`src/rtl/lzss_dec_pkg.sv`:
```
package lzss_dec_pkg;

    localparam int SYM_W     = 8;
    localparam int WIN_DEPTH = 16;
    localparam int MAX_COPY  = 8;

    localparam int PTR_W   = $clog2(WIN_DEPTH);
    localparam int LEN_W   = $clog2(MAX_COPY);
    localparam int REF_W   = PTR_W + LEN_W;
    localparam int FIELD_W = (SYM_W > REF_W) ? SYM_W : REF_W;
    localparam int CW_W    = FIELD_W + 1;

    typedef logic [SYM_W-1:0] sym_t;
    typedef logic [PTR_W-1:0] ptr_t;
    typedef logic [LEN_W-1:0] len_t;
    typedef logic [CW_W-1:0]  cw_t;

    typedef enum logic {
        CW_LIT   = 1'b0,
        CW_MATCH = 1'b1
    } cw_kind_e;

    typedef struct packed {
        cw_kind_e kind;
        sym_t     lit;
        ptr_t     ptr;
        len_t     len;
    } cw_fields_t;

    function automatic cw_fields_t split_cw(cw_t cw);
        cw_fields_t f;
        f.kind = cw_kind_e'(cw[CW_W-1]);
        f.lit  = cw[SYM_W-1:0];
        f.ptr  = cw[REF_W-1:LEN_W];
        f.len  = cw[LEN_W-1:0];
        return f;
    endfunction

endpackage

```
`src/rtl/lzss_code_check.sv`:
```
module lzss_code_check
    import lzss_dec_pkg::*;
(
    input  cw_t        cw,
    output cw_fields_t fields
);
    // The flag routes the payload to the literal path or to pointer/length.
    always_comb begin
        fields = split_cw(cw);
    end
endmodule

```
`src/rtl/lzss_history_window.sv`:
```
module lzss_history_window
    import lzss_dec_pkg::*;
(
    input  logic clk,
    input  logic rst,
    input  logic shift_en,
    input  sym_t sym_in,
    input  ptr_t sel,
    output sym_t tap
);
    sym_t stage [WIN_DEPTH];

    genvar g;
    generate
        for (g = 0; g < WIN_DEPTH; g++) begin : g_stage
            if (g == 0) begin : g_head
                always_ff @(posedge clk) begin
                    if (rst)           stage[g] <= '0;
                    else if (shift_en) stage[g] <= sym_in;
                end
            end else begin : g_body
                always_ff @(posedge clk) begin
                    if (rst)           stage[g] <= '0;
                    else if (shift_en) stage[g] <= stage[g-1];
                end
            end
        end
    endgenerate

    // Pointer-driven selection of one stage.
    assign tap = stage[sel];


    window_load_chk: assert property (@(posedge clk) disable iff (rst)
        shift_en |=> stage[0] == $past(sym_in));


    window_hold_chk: assert property (@(posedge clk) disable iff (rst)
        !shift_en |=> $stable(stage[WIN_DEPTH-1]));
endmodule

```
`src/rtl/lzss_copy_ctrl.sv`:
```
module lzss_copy_ctrl
    import lzss_dec_pkg::*;
(
    input  logic clk,
    input  logic rst,
    input  logic start,
    input  ptr_t ptr_in,
    input  len_t len_in,
    output logic busy,
    output ptr_t ptr_sel
);
    len_t remain_q;
    ptr_t ptr_q;

    always_ff @(posedge clk) begin
        if (rst) begin
            remain_q <= '0;
            ptr_q    <= '0;
        end else if (start) begin
            remain_q <= len_in;
            ptr_q    <= ptr_in;
        end else if (busy) begin
            remain_q <= remain_q - 1'b1;
        end
    end

    assign busy    = (remain_q != '0);
    assign ptr_sel = busy ? ptr_q : ptr_in;


    ptr_hold_chk: assert property (@(posedge clk) disable iff (rst)
        (busy && !start) |=> (ptr_q == $past(ptr_q)));


    count_down_chk: assert property (@(posedge clk) disable iff (rst)
        busy |=> (remain_q == len_t'($past(remain_q) - 1'b1)));


    no_restart_chk: assert property (@(posedge clk) disable iff (rst)
        start |-> !busy);
endmodule

```
`src/rtl/lzss_window_decomp.sv`:
```
module lzss_window_decomp
    import lzss_dec_pkg::*;
(
    input  logic            clk,
    input  logic            rst,
    input  logic            cw_valid,
    output logic            cw_ready,
    input  logic [CW_W-1:0] cw_data,
    output logic            out_valid,
    output logic [SYM_W-1:0] out_sym
);
    cw_fields_t fields;
    logic       accept, lit_go, match_go, busy, shift_en;
    ptr_t       ptr_sel;
    sym_t       tap, next_sym;
    logic       out_valid_q;
    sym_t       out_sym_q;

    lzss_code_check u_check (
        .cw     (cw_data),
        .fields (fields)
    );

    assign accept   = cw_valid && cw_ready;
    assign lit_go   = accept && (fields.kind == CW_LIT);
    assign match_go = accept && (fields.kind == CW_MATCH);

    lzss_copy_ctrl u_ctrl (
        .clk     (clk),
        .rst     (rst),
        .start   (match_go),
        .ptr_in  (fields.ptr),
        .len_in  (fields.len),
        .busy    (busy),
        .ptr_sel (ptr_sel)
    );

    assign shift_en = lit_go || match_go || busy;
    assign next_sym = lit_go ? fields.lit : tap;

    lzss_history_window u_win (
        .clk      (clk),
        .rst      (rst),
        .shift_en (shift_en),
        .sym_in   (next_sym),
        .sel      (ptr_sel),
        .tap      (tap)
    );

    always_ff @(posedge clk) begin
        if (rst) begin
            out_valid_q <= 1'b0;
            out_sym_q   <= '0;
        end else begin
            out_valid_q <= shift_en;
            if (shift_en) out_sym_q <= next_sym;
        end
    end

    assign cw_ready  = !busy;
    assign out_valid = out_valid_q;
    assign out_sym   = out_sym_q;


    lit_out_chk: assert property (@(posedge clk) disable iff (rst)
        lit_go |=> (out_valid && out_sym == $past(cw_data[SYM_W-1:0])));


    ready_drop_chk: assert property (@(posedge clk) disable iff (rst)
        (match_go && cw_data[LEN_W-1:0] != '0) |=> !cw_ready);


    copy_stream_chk: assert property (@(posedge clk) disable iff (rst)
        !cw_ready |=> out_valid);


    idle_quiet_chk: assert property (@(posedge clk) disable iff (rst)
        (!cw_valid && cw_ready) |=> !out_valid);
endmodule

```
`config.mk`:
```
export PLATFORM = sky130hd
export DESIGN_NAME = lzss_window_decomp
export DESIGN_NICKNAME = d
export VERILOG_FILES = /design/src/rtl/lzss_dec_pkg.sv /design/src/rtl/lzss_code_check.sv /design/src/rtl/lzss_history_window.sv /design/src/rtl/lzss_copy_ctrl.sv /design/src/rtl/lzss_window_decomp.sv
export SDC_FILE = /design/constraint.sdc
export NUM_CORES = 1
export LEC_CHECK = 0
export BUFFER_PORTS_ARGS = -buffer_cell sky130_fd_sc_hd__buf_2
export CORE_ASPECT_RATIO = 1.75
export CORE_UTILIZATION = 38
export DETAILED_ROUTE_END_ITERATION = 8
export PLACE_DENSITY = 0.5
export SLEW_MARGIN = 25
export SYNTH_ARGS = -nofsm -noshare
export SYNTH_HDL_FRONTEND = slang
export SYNTH_SLANG_ARGS = --single-unit
```
`constraint.sdc`:
```
create_clock -name clk -period 4.5 [get_ports clk]
set_input_delay 0.45 -clock clk [delete_from_list [all_inputs] [get_ports clk]]
set_output_delay 0.45 -clock clk [all_outputs]
set_load 0.03 [all_outputs]
```
Word-level counts from Yosys, hierarchy flattened
Memories as Yosys holds them, arrays and structs flattened.
Index checks and enable logic that the tools add are counted.

cells by class
  bitwise operators = 17
  muxes and demuxes = 25
  add/subtract/negate cells = 1
  reductions and logical operators = 8

operators with widths
  operator             count
  $mux 8               17
  $or 1x1->1           16
  $mux 3               2
  $mux 1               5
  $mux 4               1
  $logic_and 1x1->1    3
  $reduce_bool 3->1    1
  $sub 3x1->3 const B  1
  $logic_or 1x1->1     2
  $reduce_bool 2->1    1
  $logic_not 1->1      1
  $not 1->1            1

word-level totals
  flip-flop bits (word level) = 16
  RAM bits = 128
  output and inout port bits = 10
  word-level logic and storage cells = 56
  memories = 1
  input bits = 12

memories
  memory       depth  width  read ports  clocked after memory_dff  write ports  line                       RTL
  u_win.stage  16     8      16          0                         16           lzss_history_window.sv:11  sym_t stage [WIN_DEPTH];

Longest topological paths before layout
Gate-level depths: netlist (run 1).

  word-level depth = 10
  gate-level depth with buffers = 11
  gate-level depth less buffers = 9

Cells and area by module
From an unflattened synthesis (run 1), not the netlist that was laid out.

second synthesis, totals
  cells, all modules = 457
  area total of the unflattened synthesis = 6854.1 um2

modules (own cells, without submodules)
  module               area an instance (um2)  cells an instance  instances  seq. area each (um2)
  lzss_history_window  5745.5                  342                1          3843.7
  lzss_window_decomp   581.8                   60                 1          180.2
  lzss_copy_ctrl       406.6                   39                 1          140.1
  lzss_code_check      120.1                   16                 1          0.0

Least setup slack after synthesis (run 1)
No wires, ideal clock.

  kind = register to register
  from = reg u_ctrl.remain_q[0]
  to = mem u_win.stage[0][0] in the netlist's numbering (enable)
  setup time = 0.480 ns
  period minus slack after synthesis = 3.792 ns
  path slack = 0.708 ns
  data arrival time = 3.311 ns
  buffers on the path = 0
  required time = 4.020 ns
  stages on the path, launching flop included = 6
  path through = dfxtp_1 > inv_1 > ha_1 > nand2b_4 > nor3_1 > inv_1

RTL lines
  what                    line                       RTL
  start, declared         lzss_copy_ctrl.sv:12       len_t remain_q;
  start signal, assigned  lzss_copy_ctrl.sv:20       remain_q <= len_in;
  start signal, assigned  lzss_copy_ctrl.sv:23       remain_q <= remain_q - 1'b1;
  end, declared           lzss_history_window.sv:11

==> qor.yml, run 1 <==
seq_power_share_pct: 41.1
post_cts_buffers: 0
grt_usage_pct: 17.4
crit_fanout: 77
fin_worst_skew_ns: 0.00925
cp-start-kind: "flip-flop"
grt-busiest-layer: "met2"
whs_path_depth: 3
io_pins: 22
ys_async_sr_fraction_pct: 0
grt_max_degree: 78
finalHoldViolCount: 0
gr-usage-met1_pct: 23.0
finalWeightedCongestion: 0.690
finalMaxSlewViolations: 0
drc: 0
r2r_start: "u_ctrl.remain_q[0]$_SDFFE_PP0P_"
grt_use_met2_pct: 27.7
ys_seq_area_share_pct: 62.5
clk_path_buf_depth: 2
drt_first_iter_violations: 242
ant_nets: 0
power_mw: 5.40
dr_total_vias: 4079
die_width_microns: 102
hold_start: "cw_data[2]"
maxCapViolations: 0
clockRootBuffer: "clkbuf_16"
die-area_sq_um: 18100
grt_setup_unrepaired: "no"
drt-wirelength-per-cell_microns: 18.3
pre_cts_ws_ns: 1.35
setup_ws_ns: 1.33
place_area_sq_um: 6960
r2r_cells: 10
firstDrtPassIters: 4
finalInstanceArea_sq_um: 7580
nets: 558
p_leak_nw: 2.91
synthDistinctLibCells: 34
max-slew-margin-rel_pct: 37.6
synthCells: 533
ys_seq_elements: 144
synthFlopType: "edfxtp_1"
worst_ep_required_time_ns: 4.67
wl_microns: 14400
cts_tree: "yes"
grt_pass1_vias: 4241
cp-end-kind: "flip-flop"
start_util_pct: 39.2
max_freq_mhz: 316
power.density_nw_per_um2: 713
crit_arrival_ns: 3.34
grt_pass1_wl_microns: 23400
cts.sinks: 144
portBuffers: 21
hold_slack_ns: 0.281
setup_viol: 0
synth_edf_count: 128
p_sw_share_pct: 33.4
p_sw_mw: 1.80
antenna_found_initial: 0
dp_hpwl_microns: 8230
p_int_mw: 3.60
h-tree-depth: 4
post_cts_resized: 0
die_height_microns: 177
post-place-cells: 752
ctsHoldBuffers: 0
layout_min_cycle_time_ns: 3.17
worstSetupPathType: "flip-flop to flip-flop"
hp-class: "primary input to flip-flop"
syn_nets: 547
final_util_pct: 44.5
postSynthAreaPerCell_sq_um: 12.5
avgViaCountPerCell: 5.20
num_antenna_cells: 0
core_sq_um: 17000
tns_ns: 0
clk_latency_ns: 0.42
post-route-period-util_pct: 70.4
area_growth_pct: 13.7
status: "finished clean"
peakVddDrop_mv: 0.469
num_rows: 63
rr_endpoint: "u_win.stage[0][2]$_SDFFCE_PN0P_"
regToRegSetupSlack_ns: 1.33
met3_usage_pct: 3.36
synth_warnings: 0
path_clk_slew_ns: 0.06
syn_area_sq_um: 6670
holdPathEnd: "u_ctrl.remain_q[2]$_SDFFE_PP0P_"
numCtsBuffers: 17
layout-drive-gt1-share_pct: 19.9
overflow: 0
finalNonFillerCells: 784
p_comb_share_pct: 31.6
power_frac_clock_pct: 27.4
worst_pin_slew_ns: 0.935
-- synthesized netlist by cell type, drive strengths merged (2+ instances only) --
| master | n | area, sq um |
|---|---|---|
| a211oi | 32 | 245 |
| a21oi | 8 | 40.0 |
| a32o | 8 | 80.1 |
| and2 | 89 | 557 |
| and3 | 9 | 56.3 |
| buf | 13 | 101 |
| clkbuf | 22 | 82.6 |
| dfxtp | 16 | 320 |
| edfxtp | 128 | 3840 |
| ha | 2 | 25.0 |
| inv | 37 | 141 |
| mux2 | 35 | 398 |
| mux2i | 4 | 43.8 |
| nand2 | 15 | 66.3 |
| nand3 | 3 | 15.0 |
| nor2 | 36 | 135 |
| nor3 | 33 | 165 |
| o21a | 8 | 60.1 |
| o21ai | 8 | 40.0 |
| o22ai | 16 | 100 |
| o41ai | 8 | 123 |
-- cells in the final DEF (no fill, tap or decap), types with 9 or more instances in the layout --
cell,n
buf_2,21
inv_1,35
edfxtp_1,128
and3_1,9
a211oi_1,31
nand2_1,11
nor2_1,34
and2_1,89
o22ai_1,16
clkbuf_16,17
mux2_2,33
nor3_1,33
dfxtp_1,16
-- registers in the layout, indices dropped and copies added, names as in the netlist --
register / count
u_ctrl.remain_q: 3
u_ctrl.ptr_q: 4
out_sym: 8
out_valid: 1
u_win.stage: 128
-- layout make-up --
| cell class | instances | area, sq um |
|---|---|---|
| Clock buffer | 18 | 429 |
| Multi-Input combinational cell | 317 | 2190 |
| Sequential cell | 144 | 4160 |
| Clock inverter | 14 | 190 |
| Fill cell | 1628 | 9450 |
| Inverter | 37 | 144 |
| Timing Repair Buffer | 27 | 175 |
| Tap cell | 227 | 284 |
-- worst max-delay path: stages, from the launching register on --
cell	delay [ns]
dfxtp_1	0.34
inv_1	0.06
ha_1	0.24
nand2b_4	0.11
inv_4	0.08
mux2_4	0.78
buf_4	0.39
mux2_2	0.36
o22ai_1	0.13
o21ai_0	0.14
and3_1	0.21
-- worst max path at each step --
stage / from / to / slack (ns) / cells after the start
after floorplan: u_ctrl.remain_q[0]$_SDFFE_PP0P_ / u_win.stage[0][0]$_SDFFCE_PN0P_ / 0.71 / 5
after global placement: u_ctrl.remain_q[0]$_SDFFE_PP0P_ / u_win.stage[0][2]$_SDFFCE_PN0P_ / 1.41 / 10
after detailed placement: u_ctrl.remain_q[0]$_SDFFE_PP0P_ / u_win.stage[0][6]$_SDFFCE_PN0P_ / 1.35 / 10
after CTS: u_ctrl.remain_q[0]$_SDFFE_PP0P_ / u_win.stage[0][1]$_SDFFCE_PN0P_ / 1.34 / 10
after global routing: u_ctrl.remain_q[0]$_SDFFE_PP0P_ / u_win.stage[0][2]$_SDFFCE_PN0P_ / 1.14 / 10
final: u_ctrl.remain_q[0]$_SDFFE_PP0P_ / u_win.stage[0][2]$_SDFFCE_PN0P_ / 1.33 / 10
-- logic make-up after synthesis --
group	after synthesis	share of synthesized area [%]
simple gates	186	15.1
buf+inv	72	4.88
flops	144	62.5
compound gates	89	10.4
fa+ha+maj	2	0.375
xor+xnor	1	0.131
mux	39	6.62
-- routing by layer --
metal  vias up  wire length (microns)
li1       1965                      -
met1      2037                   6520
met2        66                   7150
met3        11                    428
met4         0                    261
met5         -                      0
-- power groups by stage --
stage               Combinational [mW]  Sequential (mW)  Clock (mW)
finish                            1.70             2.22        1.48
global route                      1.89             2.28        1.56
CTS                               1.73             2.22        1.51
detailed placement                1.72             2.24           0
global placement                  1.69             2.24           0
floorplan                         1.29             2.24           0
(Power assumes the default switching activity.)
==> inputs of run 2 (changes only) <==
Clock period 4.5 ns to 3 ns, I/O delays scaled along.
==> qor.yml, run 2 (synthesis results as in run 1) <==
finalInstanceArea_sq_um: 7700
peakVddDrop_mv: 0.762
p_sw_share_pct: 33.3
io_pins: 22
place_area_sq_um: 7090
grt_pass1_wl_microns: 23900
avgViaCountPerCell: 5.18
die_width_microns: 102
max_freq_mhz: 360
crit_fanout: 58
post-place-cells: 767
finalNonFillerCells: 799
finalHoldViolCount: 0
nets: 573
fillCellCount: 1646
path_clk_slew_ns: 0.06
clk_path_buf_depth: 2
finalMaxSlewViolations: 0
antenna_found_initial: 0
max-slew-margin-rel_pct: 50.7
clockRootBuffer: "clkbuf_16"
post_cts_resized: 0
cp-start-kind: "flip-flop"
firstDrtPassIters: 4
power_frac_clock_pct: 26.5
wl_microns: 14600
grt_usage_pct: 17.9
start_util_pct: 39.2
grt_max_degree: 59
cts.sinks: 144
drt_first_iter_violations: 252
top_register: "u_win.stage"
die_height_microns: 177
drc: 0
largest_register_ffs: 128
p_leak_nw: 2.98
worst_ep_required_time_ns: 3.18
p_sw_mw: 2.73
grt_setup_unrepaired: "no"
p_comb_share_pct: 32.8
finalWeightedCongestion: 0.746
area_growth_pct: 15.4
status: "finished clean"
worst_pin_slew_ns: 0.740
hp-class: "primary input to flip-flop"
ant_nets: 0
drt-wirelength-per-cell_microns: 18.3
fin_worst_skew_ns: 0.00971
final_common_cell: "edfxtp_1"
cp-end-kind: "flip-flop"
post_cts_buffers: 0
layout-drive-gt1-share_pct: 22.2
numCtsBuffers: 17
h-tree-depth: 4
setup_viol: 0
ctsHoldBuffers: 0
clk_latency_ns: 0.42
portBuffers: 21
overflow: 0
num_rows: 63
dr_total_vias: 4135
die-area_sq_um: 18100
most-common-layout-cells: "edfxtp_1, and2_1, nor2_1"
crit_arrival_ns: 2.95
post-route-period-util_pct: 92.5
grt_pass1_vias: 4310
p_int_mw: 5.46
num_antenna_cells: 0
final_util_pct: 45.2
maxCapViolations: 0
tns_ns: 0
core_sq_um: 17000
seq_power_share_pct: 40.7
worstSetupPathType: "flip-flop to flip-flop"
power.density_nw_per_um2: 1060
cts_tree: "yes"
dp_hpwl_microns: 9090
layout_min_cycle_time_ns: 2.78
power_mw: 8.19
-- run 2: layout make-up --
cell class / count / area [sq um] / share of cell area [%]
Clock inverter: 9 / 134 / 1.74
Timing Repair Buffer: 42 / 288 / 3.74
Clock buffer: 23 / 468 / 6.08
Sequential cell: 144 / 4170 / 54.1
Inverter: 37 / 145 / 1.89
Tap cell: 227 / 284 / 3.69
Multi-Input combinational cell: 317 / 2210 / 28.7
-- run 2: final timing paths --
check,startpoint,end,slack (ns),cells past startpoint
setup / recovery,u_ctrl.remain_q[1]$_SDFFE_PP0P_,u_win.stage[0][3]$_SDFFCE_PN0P_,0.22,10
hold reg to reg,out_sym[5]$_SDFFE_PP0P_,out_sym[5]$_SDFFE_PP0P_,0.47,1
setup reg to reg,u_ctrl.remain_q[1]$_SDFFE_PP0P_,u_win.stage[0][3]$_SDFFCE_PN0P_,0.22,10
hold / removal,cw_data[0],u_ctrl.remain_q[0]$_SDFFE_PP0P_,0.12,3
-- run 2: power groups by stage --
stage | logic [mW] | clock network (mW) | registers [mW]
after floorplan | 1.96 | 0 | 3.35
after detailed placement | 2.72 | 0 | 3.36
after CTS | 2.73 | 2.21 | 3.33
final | 2.69 | 2.17 | 3.33
after global placement | 2.68 | 0 | 3.36
after global routing | 2.95 | 2.28 | 3.42
-- run 2: metal layers --
metal	GRT usage, %	wire (microns)	share of wire (%)
met1	23.7	6780	46
met2	28.8	7280	50
met3	3.24	277	1.9
met4	7.20	255	1.7
met5	0	0	0
-- run 2: worst max-delay path, cell delays in order (launching register included) --
cell	delay, ns
dfxtp_1	0.34
inv_2	0.06
ha_4	0.16
nand2b_4	0.10
inv_4	0.09
mux2_4	0.69
buf_4	0.38
nor2_1	0.06
a211oi_1	0.29
o41ai_2	0.13
and3_1	0.19
-- run 2: metrics by stage --
stage / setup slack, ns / hold WS (ns)
final: 0.225 / 0.121
after global routing: 0.0404 / 0.126
after CTS: 0.235 / 0.112
after detailed placement: 0.253 / 0.454
after global placement: 0.301 / 0.443
after floorplan: -0.297 / 0.428
==> inputs of run 3 (changes only) <==
Settings changed: SYNTH_HIERARCHICAL from default to 1.
==> qor.yml, run 3 <==
hold_slack_ns: 0.228
final_common_cell: "and2_1"
finalNonFillerCells: 726
h-tree-depth: 4
most-common-layout-cells: "and2_1, edfxtp_1, buf_2"
max-slew-margin-rel_pct: 64.9
wl_microns: 14200
crit_path_top_delay_cell: "mux2_2"
crit_chain: "inv_1 > ha_2 > and2b_2 > buf_4 > mux2_2 > buf_12 > buf_4 > mux4_2 > a22oi_2 > nand2_2 > mux2_2 > and2_1"
cp-start-kind: "flip-flop"
peakVddDrop_mv: 0.394
synthTopCellsByCount: "and2_1, edfxtp_1, buf_4, mux4_2"
die_width_microns: 104
postSynthAreaPerCell_sq_um: 15.0
nets: 496
drt-wirelength-per-cell_microns: 19.5
drt_first_iter_violations: 204
worst_ep_required_time_ns: 3.16
post-place-cells: 690
tns_ns: 0
synthDistinctLibCells: 34
worstSetupPathType: "flip-flop to flip-flop"
place_area_sq_um: 7270
setup_ws_ns: 0.0876
synth_area_leader_cell: "edfxtp_1"
num_rows: 64
synth_edf_count: 128
synthTopCellsByArea: "edfxtp_1, and2_1, mux4_2, mux4_1, dfxtp_1"
setup_viol: 0
status: "finished clean"
r2r_cells: 12
crit_arrival_ns: 3.08
finalInstanceArea_sq_um: 7940
crit_fanout: 15
fin_worst_skew_ns: 0.0122
pre_cts_ws_ns: -0.0419
cts.sinks: 144
grt_pass1_vias: 4075
io_pins: 22
max_stage_delay_ns: 0.38
path_clk_slew_ns: 0.06
worst_pin_slew_ns: 0.526
ant_nets: 0
ys_seq_elements: 144
syn_area_sq_um: 6850
core_sq_um: 17500
grt_max_degree: 126
portBuffers: 21
ys_seq_area_share_pct: 60.8
cts_tree: "yes"
top_register: "u_win/stage"
antenna_found_initial: 0
finalWeightedCongestion: 0.739
largest_register_ffs: 128
whs_path_depth: 3
grt_pass1_wl_microns: 23000
syn_nets: 471
dr_total_vias: 3766
clockRootBuffer: "clkbuf_16"
numCtsBuffers: 17
avgViaCountPerCell: 5.19
ys_async_sr_fraction_pct: 0
power.density_nw_per_um2: 1030
ctsHoldBuffers: 0
layout-drive-gt1-share_pct: 26.5
die-area_sq_um: 18600
area_growth_pct: 15.8
maxCapViolations: 0
finalMaxSlewViolations: 0
hp-class: "primary input to flip-flop"
post-route-period-util_pct: 97.1
die_height_microns: 180
layout_min_cycle_time_ns: 2.91
overflow: 0
firstDrtPassIters: 4
dp_hpwl_microns: 9030
drc: 0
cp-end-kind: "flip-flop"
synth_warnings: 6
synthFlopType: "edfxtp_1"
finalHoldViolCount: 0
start_util_pct: 39.1
grt_usage_pct: 16.3
synth.most_common_cell: "and2_1"
num_antenna_cells: 0
clk_path_buf_depth: 2
synthCells: 457
p_leak_nw: 3.14
clk_latency_ns: 0.42
synth_top_area_share_pct: 56.1
max_freq_mhz: 343
## run 3: changes by cell type after synthesis, moves of 16 or more
cell	previous run	this run
mux4_2	0	17
nor3_1	33	8
inv_1	36	12
mux2_2	33	12
and2_1	89	129
a22oi_1	0	16
a211oi_1	31	0
o22ai_1	16	0
buf_4	2	19
nor2_1	36	5
## run 3: critical path: cells and delay by family, from the launching register on
family | cells | cell delay [ns]
AOI/OAI and AO/OA | 1 | 0.18
and+or+nand+nor | 3 | 0.42
DFF | 1 | 0.32
buffers and inverters | 4 | 0.56
adders and majority gates | 1 | 0.19
muxes | 3 | 0.98
## run 3: stage by stage
step	utilization, %	total power [mW]
3_5_place_dp	41.5	6.02
6_report	45.3	8.16
5_1_grt	45.3	8.63
2_1_floorplan	-	5.06
3_3_place_gp	41.5	5.97
4_1_cts	44.9	8.20
## run 3: final timing paths
| kind | start | end | slack, ns |
|---|---|---|---|
| worst max-delay path | u_ctrl/remain_q[0]$_SDFFE_PP0P_ | u_win/stage[0][4]$_SDFFCE_PN0P_ | 0.09 |
| worst min-delay path | cw_data[5] | u_ctrl/ptr_q[2]$_SDFFE_PP0P_ | 0.23 |
| worst max register to register | u_ctrl/remain_q[0]$_SDFFE_PP0P_ | u_win/stage[0][4]$_SDFFCE_PN0P_ | 0.09 |
| worst min register to register | u_ctrl/ptr_q[2]$_SDFFE_PP0P_ | u_ctrl/ptr_q[2]$_SDFFE_PP0P_ | 0.51 |
## run 3: cell type report
| type | instances | area [sq um] |
|---|---|---|
| Multi-Input combinational cell | 254 | 2380 |
| Clock inverter | 14 | 158 |
| Fill cell | 1561 | 9600 |
| Clock buffer | 18 | 429 |
| Tap cell | 231 | 289 |
| Timing Repair Buffer | 52 | 472 |
| Sequential cell | 144 | 4170 |
| Inverter | 13 | 48.8 |
## run 3: timing repair
| item | CTS | global route |
|---|---|---|
| setup buffers | 2 | 1 |
| gates cloned | 0 | 1 |
| pin swaps | 0 | 4 |
| endpoints found under the setup margin | 3 | 8 |
| gates resized for setup | 2 | 7 |
## run 3: logic make-up (layout without fill, tap and decap cells)
group	after synthesis	count (layout)	share of synthesized area, %
AOI/OAI and AO/OA	28	28	3.87
adders and majority gates	2	2	0.365
buffers and inverters	59	97	5.09
DFF	144	144	60.8
muxes	48	48	13.9
and+or+nand+nor	176	176	16.0
## run 3: per-layer routing
| metal | share of wire [%] | GRT usage [%] | vias up | wire, microns |
|---|---|---|---|---|
| li1 | - | - | 1741 | - |
| met1 | 43 | 19.9 | 1955 | 6060 |
| met2 | 54 | 28.3 | 52 | 7590 |
| met3 | 1.6 | 2.76 | 18 | 226 |
| met4 | 2.0 | 6.96 | 0 | 281 |
| met5 | 0 | 0 | - | 0 |
## run 3: report_power, final
group,total (mW),leakage (nW),internal (mW),switching (mW)
Combinational,2.68,1.23,1.35,1.33
Clock,2.10,0.278,1.24,0.859
Sequential,3.38,1.63,3.05,0.334
Total,8.16,3.14,5.63,2.52
